===== config.mk =====
export PLATFORM = sky130hd
export DESIGN_NAME = serial_tx
export DESIGN_NICKNAME = d
export VERILOG_FILES = /design/src/rtl/serial_tx_pkg.sv /design/src/rtl/serial_tx_ctrl.sv /design/src/rtl/serial_tx_shift.sv /design/src/rtl/serial_tx.sv
export SDC_FILE = /design/constraint.sdc
export NUM_CORES = 1
export LEC_CHECK = 0
export CORE_MARGIN = 2
export CORE_UTILIZATION = 30
export CTS_CLUSTER_DIAMETER = 30
export DETAILED_ROUTE_END_ITERATION = 12
export DONT_BUFFER_PORTS = 1
export PLACE_DENSITY_LB_ADDON = 0.1
export SKIP_CTS_REPAIR_TIMING = 1
export SLEW_MARGIN = 15
export SYNTH_ARGS = -nofsm -noshare
export SYNTH_HDL_FRONTEND = slang
export SYNTH_HIERARCHICAL = 1
export SYNTH_SLANG_ARGS = --single-unit

===== constraint.sdc =====
create_clock -name clk -period 4.09 [get_ports clk]
set_input_delay 0.2045 -clock clk [delete_from_list [all_inputs] [get_ports clk]]
set_output_delay 0.2045 -clock clk [all_outputs]
set_load 0.01 [all_outputs]

===== src/rtl/serial_tx_pkg.sv =====
package serial_tx_pkg;

    localparam int MAXB = 9;

    typedef enum logic [2:0] {S_IDLE, S_START, S_DATA, S_PARITY, S_STOP} frm_state_e;
    typedef enum logic [1:0] {C_OFF, C_ON, C_DRAIN} ctl_state_e;

    localparam logic [2:0] PAR_EVEN  = 3'd0;
    localparam logic [2:0] PAR_ODD   = 3'd1;
    localparam logic [2:0] PAR_SPACE = 3'd2;
    localparam logic [2:0] PAR_MARK  = 3'd3;

    function automatic logic [3:0] data_len(input logic [1:0] len, input logic nine);
        return nine ? 4'd9 : 4'd5 + {2'b00, len};
    endfunction

    function automatic logic calc_par(input logic [MAXB-1:0] d, input logic [3:0] n,
                                      input logic [2:0] mode);
        logic [MAXB-1:0] msk;
        logic ones;
        msk  = 9'h1FF >> (4'd9 - n);
        ones = ^(d & msk);
        unique case (mode)
            PAR_EVEN:  return ones;
            PAR_ODD:   return ~ones;
            PAR_MARK:  return 1'b1;
            default:   return 1'b0;
        endcase
    endfunction

endpackage


===== src/rtl/serial_tx_ctrl.sv =====
module serial_tx_ctrl
    import serial_tx_pkg::*;
(
    input  logic            clk,
    input  logic            rst_n,
    input  logic            cmd_en,
    input  logic            cmd_dis,
    input  logic            cmd_rst,
    input  logic            cmd_brk,
    input  logic            wr_valid,
    input  logic [MAXB-1:0] wr_data,
    input  logic            shift_busy,
    output logic [MAXB-1:0] hold_data,
    output logic            load,
    output logic            rdy,
    output logic            empty
);

    ctl_state_e cst, cst_nx;
    logic       hold_v;
    logic       brk_blk;
    logic       accept;

    // Next control state
    always_comb begin
        cst_nx = cst;
        unique case (cst)
            C_OFF:   if (cmd_en && !cmd_dis) cst_nx = C_ON;
            C_ON:    if (cmd_dis) cst_nx = C_DRAIN;
            C_DRAIN: begin
                if (cmd_en && !cmd_dis)        cst_nx = C_ON;
                else if (!hold_v && !shift_busy) cst_nx = C_OFF;
            end
            default: cst_nx = C_OFF;
        endcase
        if (cmd_rst) cst_nx = C_OFF;
    end

    // State register
    always_ff @(posedge clk or negedge rst_n) begin
        if (!rst_n) cst <= C_OFF;
        else        cst <= cst_nx;
    end

    // Outputs
    always_comb begin
        rdy    = (cst == C_ON) && !brk_blk && !hold_v;
        empty  = rdy && !shift_busy;
        load   = (cst != C_OFF) && hold_v && !shift_busy;
        accept = wr_valid && rdy;
    end

    always_ff @(posedge clk or negedge rst_n) begin
        if (!rst_n) begin
            hold_v    <= 1'b0;
            hold_data <= '0;
            brk_blk   <= 1'b0;
        end else begin
            if (cmd_rst)      hold_v <= 1'b0;
            else if (accept)  hold_v <= 1'b1;
            else if (load)    hold_v <= 1'b0;
            if (accept) hold_data <= wr_data;
            if (cmd_rst)      brk_blk <= 1'b0;
            else if (cmd_brk) brk_blk <= 1'b1;
            else if (cmd_en)  brk_blk <= 1'b0;
        end
    end

endmodule


===== src/rtl/serial_tx_shift.sv =====
module serial_tx_shift
    import serial_tx_pkg::*;
#(
    parameter int OVS = 16
) (
    input  logic            clk,
    input  logic            rst_n,
    input  logic            srst,
    input  logic            tick,
    input  logic            load,
    input  logic [MAXB-1:0] ld_data,
    input  logic [1:0]      cfg_len,
    input  logic            cfg_nine,
    input  logic [2:0]      cfg_par,
    input  logic [1:0]      cfg_stop,
    input  logic            cfg_msb,
    input  logic            cfg_async,
    output logic            txd,
    output logic            busy
);

    localparam int CW = $clog2(2*OVS + 1);
    localparam int IW = $clog2(MAXB + 1);

    frm_state_e      st, st_nx;
    logic [CW-1:0]   cnt, lim, stop_lim;
    logic [IW-1:0]   idx, nb, sel;
    logic [MAXB-1:0] sh;
    logic            pen, pbit, msb, bit_end;

    always_comb begin
        lim     = (st == S_STOP) ? stop_lim : CW'(OVS);
        bit_end = tick && (cnt == lim - CW'(1));
        sel     = msb ? (nb - IW'(1) - idx) : idx;
    end

    // Next frame state
    always_comb begin
        st_nx = st;
        unique case (st)
            S_IDLE:   if (load) st_nx = S_START;
            S_START:  if (bit_end) st_nx = S_DATA;
            S_DATA:   if (bit_end && idx == nb - IW'(1)) st_nx = pen ? S_PARITY : S_STOP;
            S_PARITY: if (bit_end) st_nx = S_STOP;
            S_STOP:   if (bit_end) st_nx = S_IDLE;
            default:  st_nx = S_IDLE;
        endcase
    end

    // State register
    always_ff @(posedge clk or negedge rst_n) begin
        if (!rst_n)    st <= S_IDLE;
        else if (srst) st <= S_IDLE;
        else           st <= st_nx;
    end

    // Tick counter, bit index and captured frame settings
    always_ff @(posedge clk or negedge rst_n) begin
        if (!rst_n) begin
            cnt      <= '0;
            idx      <= '0;
            sh       <= '0;
            nb       <= IW'(8);
            pen      <= 1'b0;
            pbit     <= 1'b0;
            msb      <= 1'b0;
            stop_lim <= CW'(OVS);
        end else begin
            if (load || bit_end || srst)  cnt <= '0;
            else if (tick && st != S_IDLE) cnt <= cnt + CW'(1);
            if (st == S_START)               idx <= '0;
            else if (st == S_DATA && bit_end) idx <= idx + IW'(1);
            if (load) begin
                sh   <= ld_data;
                nb   <= IW'(data_len(cfg_len, cfg_nine));
                pen  <= !cfg_par[2];
                pbit <= calc_par(ld_data, data_len(cfg_len, cfg_nine), cfg_par);
                msb  <= cfg_msb;
                unique case (cfg_stop)
                    2'd0:    stop_lim <= CW'(OVS);
                    2'd1:    stop_lim <= cfg_async ? CW'(OVS + OVS/2) : CW'(OVS);
                    default: stop_lim <= CW'(2*OVS);
                endcase
            end
        end
    end

    // Outputs
    always_comb begin
        busy = (st != S_IDLE);
        unique case (st)
            S_START:  txd = 1'b0;
            S_DATA:   txd = sh[sel];
            S_PARITY: txd = pbit;
            default:  txd = 1'b1;
        endcase
    end

endmodule


===== src/rtl/serial_tx.sv =====
module serial_tx
    import serial_tx_pkg::*;
#(
    parameter int OVS = 16
) (
    input  logic            clk,
    input  logic            rst_n,
    input  logic            tick16,
    input  logic            cmd_en,
    input  logic            cmd_dis,
    input  logic            cmd_rst,
    input  logic            cmd_brk,
    input  logic [1:0]      cfg_len,
    input  logic            cfg_nine,
    input  logic [2:0]      cfg_par,
    input  logic [1:0]      cfg_stop,
    input  logic            cfg_msb,
    input  logic            cfg_async,
    input  logic            wr_valid,
    input  logic [MAXB-1:0] wr_data,
    input  logic [1:0]      irq_mask,
    output logic            txd,
    output logic            rdy,
    output logic            empty,
    output logic            irq_rdy,
    output logic            irq_empty
);

    logic [MAXB-1:0] hold_data;
    logic            load, busy;

    serial_tx_ctrl u_ctrl (
        .clk(clk), .rst_n(rst_n),
        .cmd_en(cmd_en), .cmd_dis(cmd_dis), .cmd_rst(cmd_rst), .cmd_brk(cmd_brk),
        .wr_valid(wr_valid), .wr_data(wr_data), .shift_busy(busy),
        .hold_data(hold_data), .load(load), .rdy(rdy), .empty(empty)
    );

    serial_tx_shift #(.OVS(OVS)) u_shift (
        .clk(clk), .rst_n(rst_n), .srst(cmd_rst), .tick(tick16), .load(load),
        .ld_data(hold_data), .cfg_len(cfg_len), .cfg_nine(cfg_nine), .cfg_par(cfg_par),
        .cfg_stop(cfg_stop), .cfg_msb(cfg_msb), .cfg_async(cfg_async),
        .txd(txd), .busy(busy)
    );

    assign irq_rdy   = rdy && irq_mask[0];
    assign irq_empty = empty && irq_mask[1];

endmodule


# After elaboration in Yosys (flattened, before gate mapping)
# Index checks and enable logic that the tools add are counted.
totals:
  elab_cells: 110
  out_inout_bits: 5
  input_bits: 29
  register_bits: 48
op_classes:
  reduce_logical: 34
  shift: 1
  order_cmp: 1
  mux: 33
  addsub: 7
  eq_ne: 19
  bitwise: 2
op_table:
  columns: ["operator", "n"]
  rows:
  - ["$mux W3", 7]
  - ["$mux W4", 5]
  - ["$mux W6", 3]
  - ["$ne A3 B2 Y1 const B", 6]
  - ["$pmux W3 S5", 1]
  - ["$logic_and A1 B1 Y1", 14]
  - ["$pmux W6 S2", 1]
  - ["$mux W2", 5]
  - ["$and A9 B9 Y9", 1]
  - ["$eq A3 B2 Y1 const B", 3]
  - ["$reduce_bool A3 Y1", 3]
  - ["$reduce_xor A9 Y1", 1]
  - ["$shr A9 B4 Y9 const A", 1]
  - ["$mux W1", 7]
  - ["$add A6 B1 Y6 const B", 1]
  - ["$eq A3 B1 Y1 const B", 2]
  - ["$eq A6 B6 Y1", 1]
  - ["$logic_not A3 Y1", 2]
  - ["$pmux W1 S3", 2]
  - ["$pmux W2 S3", 1]
  - ["$reduce_bool A2 Y1", 3]
  - ["$sub A6 B1 Y6 const B", 1]
  - ["$logic_not A1 Y1", 5]
  - ["$lt A4 B5 Y1 const B", 1]
  - ["other kinds (17)", 20]

# Logic depth before layout (Yosys ltp)
logic_depth:
  word_depth: 9
  depth_mapped: 12

# Cells and area by module
# Netlist, hierarchy kept.
modules_own_cells:
  columns: ["mod", "area_per_inst_um2", "cells_each", "instances"]
  rows:
  - ["serial_tx_shift", 2165.8, 226, 1]
  - ["serial_tx_ctrl", 550.5, 40, 1]
  - ["serial_tx", 12.5, 2, 1]

# Worst setup path before layout
# No wires, ideal clock.
synth_path:
  path_type: "register -> register"
  startpoint: "register u_shift.st[0]"
  endpoint: "register u_shift.st[0]"
  stages_incl_launch_ff: 12
  setup_slack_ps: 1347
  synth_period_minus_slack_ps: 2743
  n_path_buf: 2
  setup_time_ps: 103
  arrival_time_ps: 2640
  t_required_ps: 3987
  cell_sequence: "dfrtp_1 > buf_6 > or3b_1 > buf_2 > or2_2 > ha_1 > xnor2_1 > nor2_1 > a31oi_1 > or3_1 > nand2b_1 > o41ai_2"
synth_via:
  elab_chain_cells: 8
synth_rtl:
  columns: ["item", "line", "text"]
  rows:
  - ["start, declared", "serial_tx_shift.sv:25", "frm_state_e st, st_nx;"]
  - ["start signal, assigned", "serial_tx_shift.sv:54", "else st <= st_nx;"]
  - ["$eq A3 B3 Y1", "serial_tx_shift.sv:32, serial_tx_shift.sv:40", null]
  - ["$mux W6", "serial_tx_shift.sv:32", "lim = (st == S_STOP) ? stop_lim : CW'(OVS);"]
  - ["$sub A6 B1 Y6", "serial_tx_shift.sv:33", "bit_end = tick && (cnt == lim - CW'(1));"]
  - ["$eq A6 B6 Y1", "serial_tx_shift.sv:33", null]
  - ["$logic_and A1 B1 Y1", "serial_tx_shift.sv:33", null]
  - ["$logic_and A1 B1 Y1", "serial_tx_shift.sv:43", "S_DATA: if (bit_end && idx == nb - IW'(1)) st_nx = pen ? S_PARITY : S_STOP;"]
  - ["$ne A3 B2 Y1 (no source line)", null, null]
  - ["$reduce_and A5 Y1 (no source line)", null, null]
# Several ways; a longest one is shown, not always the timed one.
# A chain may end at the register's enable or synchronous reset.

# Worst setup path in the final report
layout_path:
  startpoint: "register u_shift.nb[0]"
  endpoint: "output port txd"
layout_via:
  elab_chain_cells: 6
layout_rtl:
  columns: ["item", "line", "text"]
  rows:
  - ["start, declared", "serial_tx_shift.sv:27", "logic [IW-1:0] idx, nb, sel;"]
  - ["start signal, assigned", "serial_tx_shift.sv:75", "nb <= IW'(data_len(cfg_len, cfg_nine));"]
  - ["$sub A4 B1 Y4", "serial_tx_shift.sv:34", "sel = msb ? (nb - IW'(1) - idx) : idx;"]
  - ["$sub A4 B4 Y4", "serial_tx_shift.sv:34", null]
  - ["$mux W4", "serial_tx_shift.sv:34", null]
  - ["$bmux W1 S4", "serial_tx_shift.sv:93", "S_DATA: txd = sh[sel];"]
  - ["$mux W1 (not written as such)", "serial_tx_shift.sv:93", null]
  - ["$pmux W1 S3", "serial_tx_shift.sv:91", "unique case (st)"]
  - ["end, declared", "serial_tx.sv:22", "output logic txd,"]
# Every way passes these cells. The select of a mux whose other input is x is not followed.

==> results.ini <==
[drt]
wire_per_inst_um = 14.8
wl_met3_um = 180
top_layer_used = met4
vias_per_cell = 5.00
dr.pass1.iters = 4
finalWirelength_um = 5640
drt-met1-wl_um = 2900
ant_nets = 0
drt_iter0_markers = 66
dr_wl_met2_um = 2500
routed-via-count = 1910
drcViolationCount = 0

[cells_and_area]
final_nets = 314
mostFrequentLayoutCell = dfrtp_1
layoutNonFillerInstCount = 382
utilization_pct = 34.4
final_cell_mix = dfrtp_1, nor2_1, mux2_2, inv_1, o21ai_0
area_growth_pct = 10.3
drive_gt1_share_pct = 16.8
antenna_cells = 0

[timing]
fin_worst_skew_ns = 0.00706
setup_viol = 0
slew_headroom_pct = 59.9
worst_pin_slew_ns = 0.595
drv_slew = 0
hold_viol_final = 0
fmax_ghz = 0.306
setup_tns_ns = 0
finalCritPeriodShare_pct = 79.8
rsz0062_at_grt = no
layout_min_cycle_time_ns = 3.26

[setup_path]
crit_type = reg -> out
crit_family = adder cells
cpMaxStageDelayCell = mux4_2
cp-startpoint = u_shift/nb[0]$_DFFE_PN0P_
critPathRequiredTime_ns = 3.89
cp_max_fo = 3
crit_buf_inv = 1
slowest_delay_ns = 0.57
r2r_start = u_shift/st[2]$_DFFE_PN0P_
cp-end-kind = output port
startpoint_type = register
critPathArrivalTime_ns = 3.06
path_cells = inv_1 > ha_1 > fa_1 > nand2_1 > o21ai_0 > mux4_2 > mux2i_1 > nor2_1 > nor4_1 > o21bai_1

[power_and_ir_drop]
finalPower_mw = 1.30
pwr-share-seq_pct = 46.4
p_int_uw = 872
p_leak_nw = 1.31
powerDensity_mw_per_mm2 = 431
p_switching_uw = 426
p_comb_share_pct = 30.7
ir_drop_uv = 185
swShare_pct = 32.8
pwr-share-clk_pct = 22.8

[synth]
synth_top_flop_cell = dfrtp_1
avgSynthCellArea_um2 = 10.2
synthArstFlopShare_pct = 100
yosysTopAreaCell = dfrtp_1
synth_nets = 309
syn_area_mm2 = 0.00273
yosysUniqueCellTypes = 57
yosysSeqAreaShare_pct = 41.4
synth_warnings = 6
synth_enable_flop_cells = 0
yosys-top-cells-area = dfrtp_1, mux2_2, ha_1
synth-seq-cells = 45
synth_top_area_share_pct = 39.4
synth_cells = 268

[clocking]
cts_buffers = 5
cts_htree_levels = 2
numClockSinks = 45
clock_latency_ns = 0.30
cts_tree = built
clockRootBuffer = clkbuf_8
clk_path_buf_depth = 2
path_clk_slew_ns = 0.09

[place]
port-buffer-count = 0
gp_congestion = 0.769
hpwl_um = 4120
numPlacedInstances = 368

[global_route]
grt.total_usage_pct = 12.4
antenna_found_initial = 0
grt_max_degree = 46
grt_pass1_vias = 1964
grt_pass1_wl_um = 9830
overflow = 0

[die]
die_w_um = 99.4
io_pins = 34
coreArea_mm2 = 0.00876
fp-row-count = 34
die_y_um = 99.4
start_util_pct = 31.1
die-area_mm2 = 0.00988

[min_path]
hp-start = cmd_brk
min_path_type = in -> reg

[run]
cap_violations = 0

[outcome]
outcome = completed

[sequential cells by signal (all words and copies together) (netlist names)]
name and count:
u_ctrl/cst 2, u_ctrl/hold_data 9, u_shift/pen 1, u_shift/nb 4, u_ctrl/brk_blk 1, u_shift/sh 9
u_shift/msb 1, u_ctrl/hold_v 1, u_shift/stop_lim 3, u_shift/cnt 6, u_shift/st 3, u_shift/idx 4
u_shift/pbit 1
[stage by stage]
stage               worst slack, ns  cell area [um2]  hold WS, ns
floorplan                      1.35             2730      -0.0911
detailed placement             1.08             2840      -0.0880
global placement               1.10             2840      -0.0885
global route                  0.585             3010       0.0322
CTS                           0.765             2930       -0.420
finish                        0.825             3010       0.0323
[worst register-to-register path, cell delays in order, from the launching register on]
cell,delay [ns]
dfrtp_1,0.54
or3b_1,0.49
or2_2,0.31
ha_1,0.23
xnor3_1,0.24
a32oi_1,0.11
o32ai_1,0.19
nand2_1,0.16
o21ai_0,0.25
nand2b_1,0.13
o41ai_2,0.27
[cells in the mapped netlist (all sizes together), types with 3 or more instances]
cell type  count
a21oi         12
and2           3
buf            4
clkbuf         6
dfrtp         43
ha            11
inv           19
mux2          21
mux2i          3
nand2         13
nand2b         6
nand3          7
nand3b         4
nor2          27
nor2b          5
nor3           4
nor3b          3
o21ai         13
o21bai         3
or3            3
xnor2          9
xor2           7
[cell type report]
type	count	area [um2]
clock inverters	2	13.8
repair buffers	8	92.6
inverters	19	71.3
multi-input cells	194	1490
flip-flops and latches	45	1130
clock buffers	6	82.6
well taps	108	135
fillers	896	5750
[path summary, 6_finish.rpt]
kind	end	slack [ns]	cells past startpoint
max in group asynchronous	u_shift/nb[3]$_DFFE_PN1P_	3.40	2
max reg2reg	u_shift/st[0]$_DFFE_PN0P_	1.07	10
max	txd	0.83	10
min	u_ctrl/brk_blk$_DFFE_PN0P_	0.03	2
min reg2reg	u_shift/sh[1]$_DFFE_PN0P_	0.51	1
min in group asynchronous	u_shift/stop_lim[5]$_DFFE_PN0P_	0.41	2
[power groups by stage]
stage / clock network [mW] / registers, mW / logic [mW]
6_report: 0.296 / 0.603 / 0.399
2_1_floorplan: 0 / 0.580 / 0.337
3_5_place_dp: 0 / 0.612 / 0.388
5_1_grt: 0.329 / 0.619 / 0.460
3_3_place_gp: 0 / 0.612 / 0.387
4_1_cts: 0.309 / 0.603 / 0.390
[routing by layer]
layer	GRT usage (%)	up-vias
li1	-	957
met4	3.48	0
met5	0	-
met2	19.2	33
met3	2.67	4
met1	17.6	916
[cell families (layout without fill, tap and decap cells)]
logic type	Yosys count	count (layout)	share of synthesized area [%]
AND/OR/NAND/NOR	86	86	17.4
AO/OA/AOI/OAI	52	52	12.9
flip-flops	45	45	41.4
buffers and inverters	29	35	4.36
multiplexers	26	26	11.4
XOR/XNOR	18	18	6.79
adder cells (fa/ha/maj)	12	12	5.78
Power figures use the tool's default switching activity.
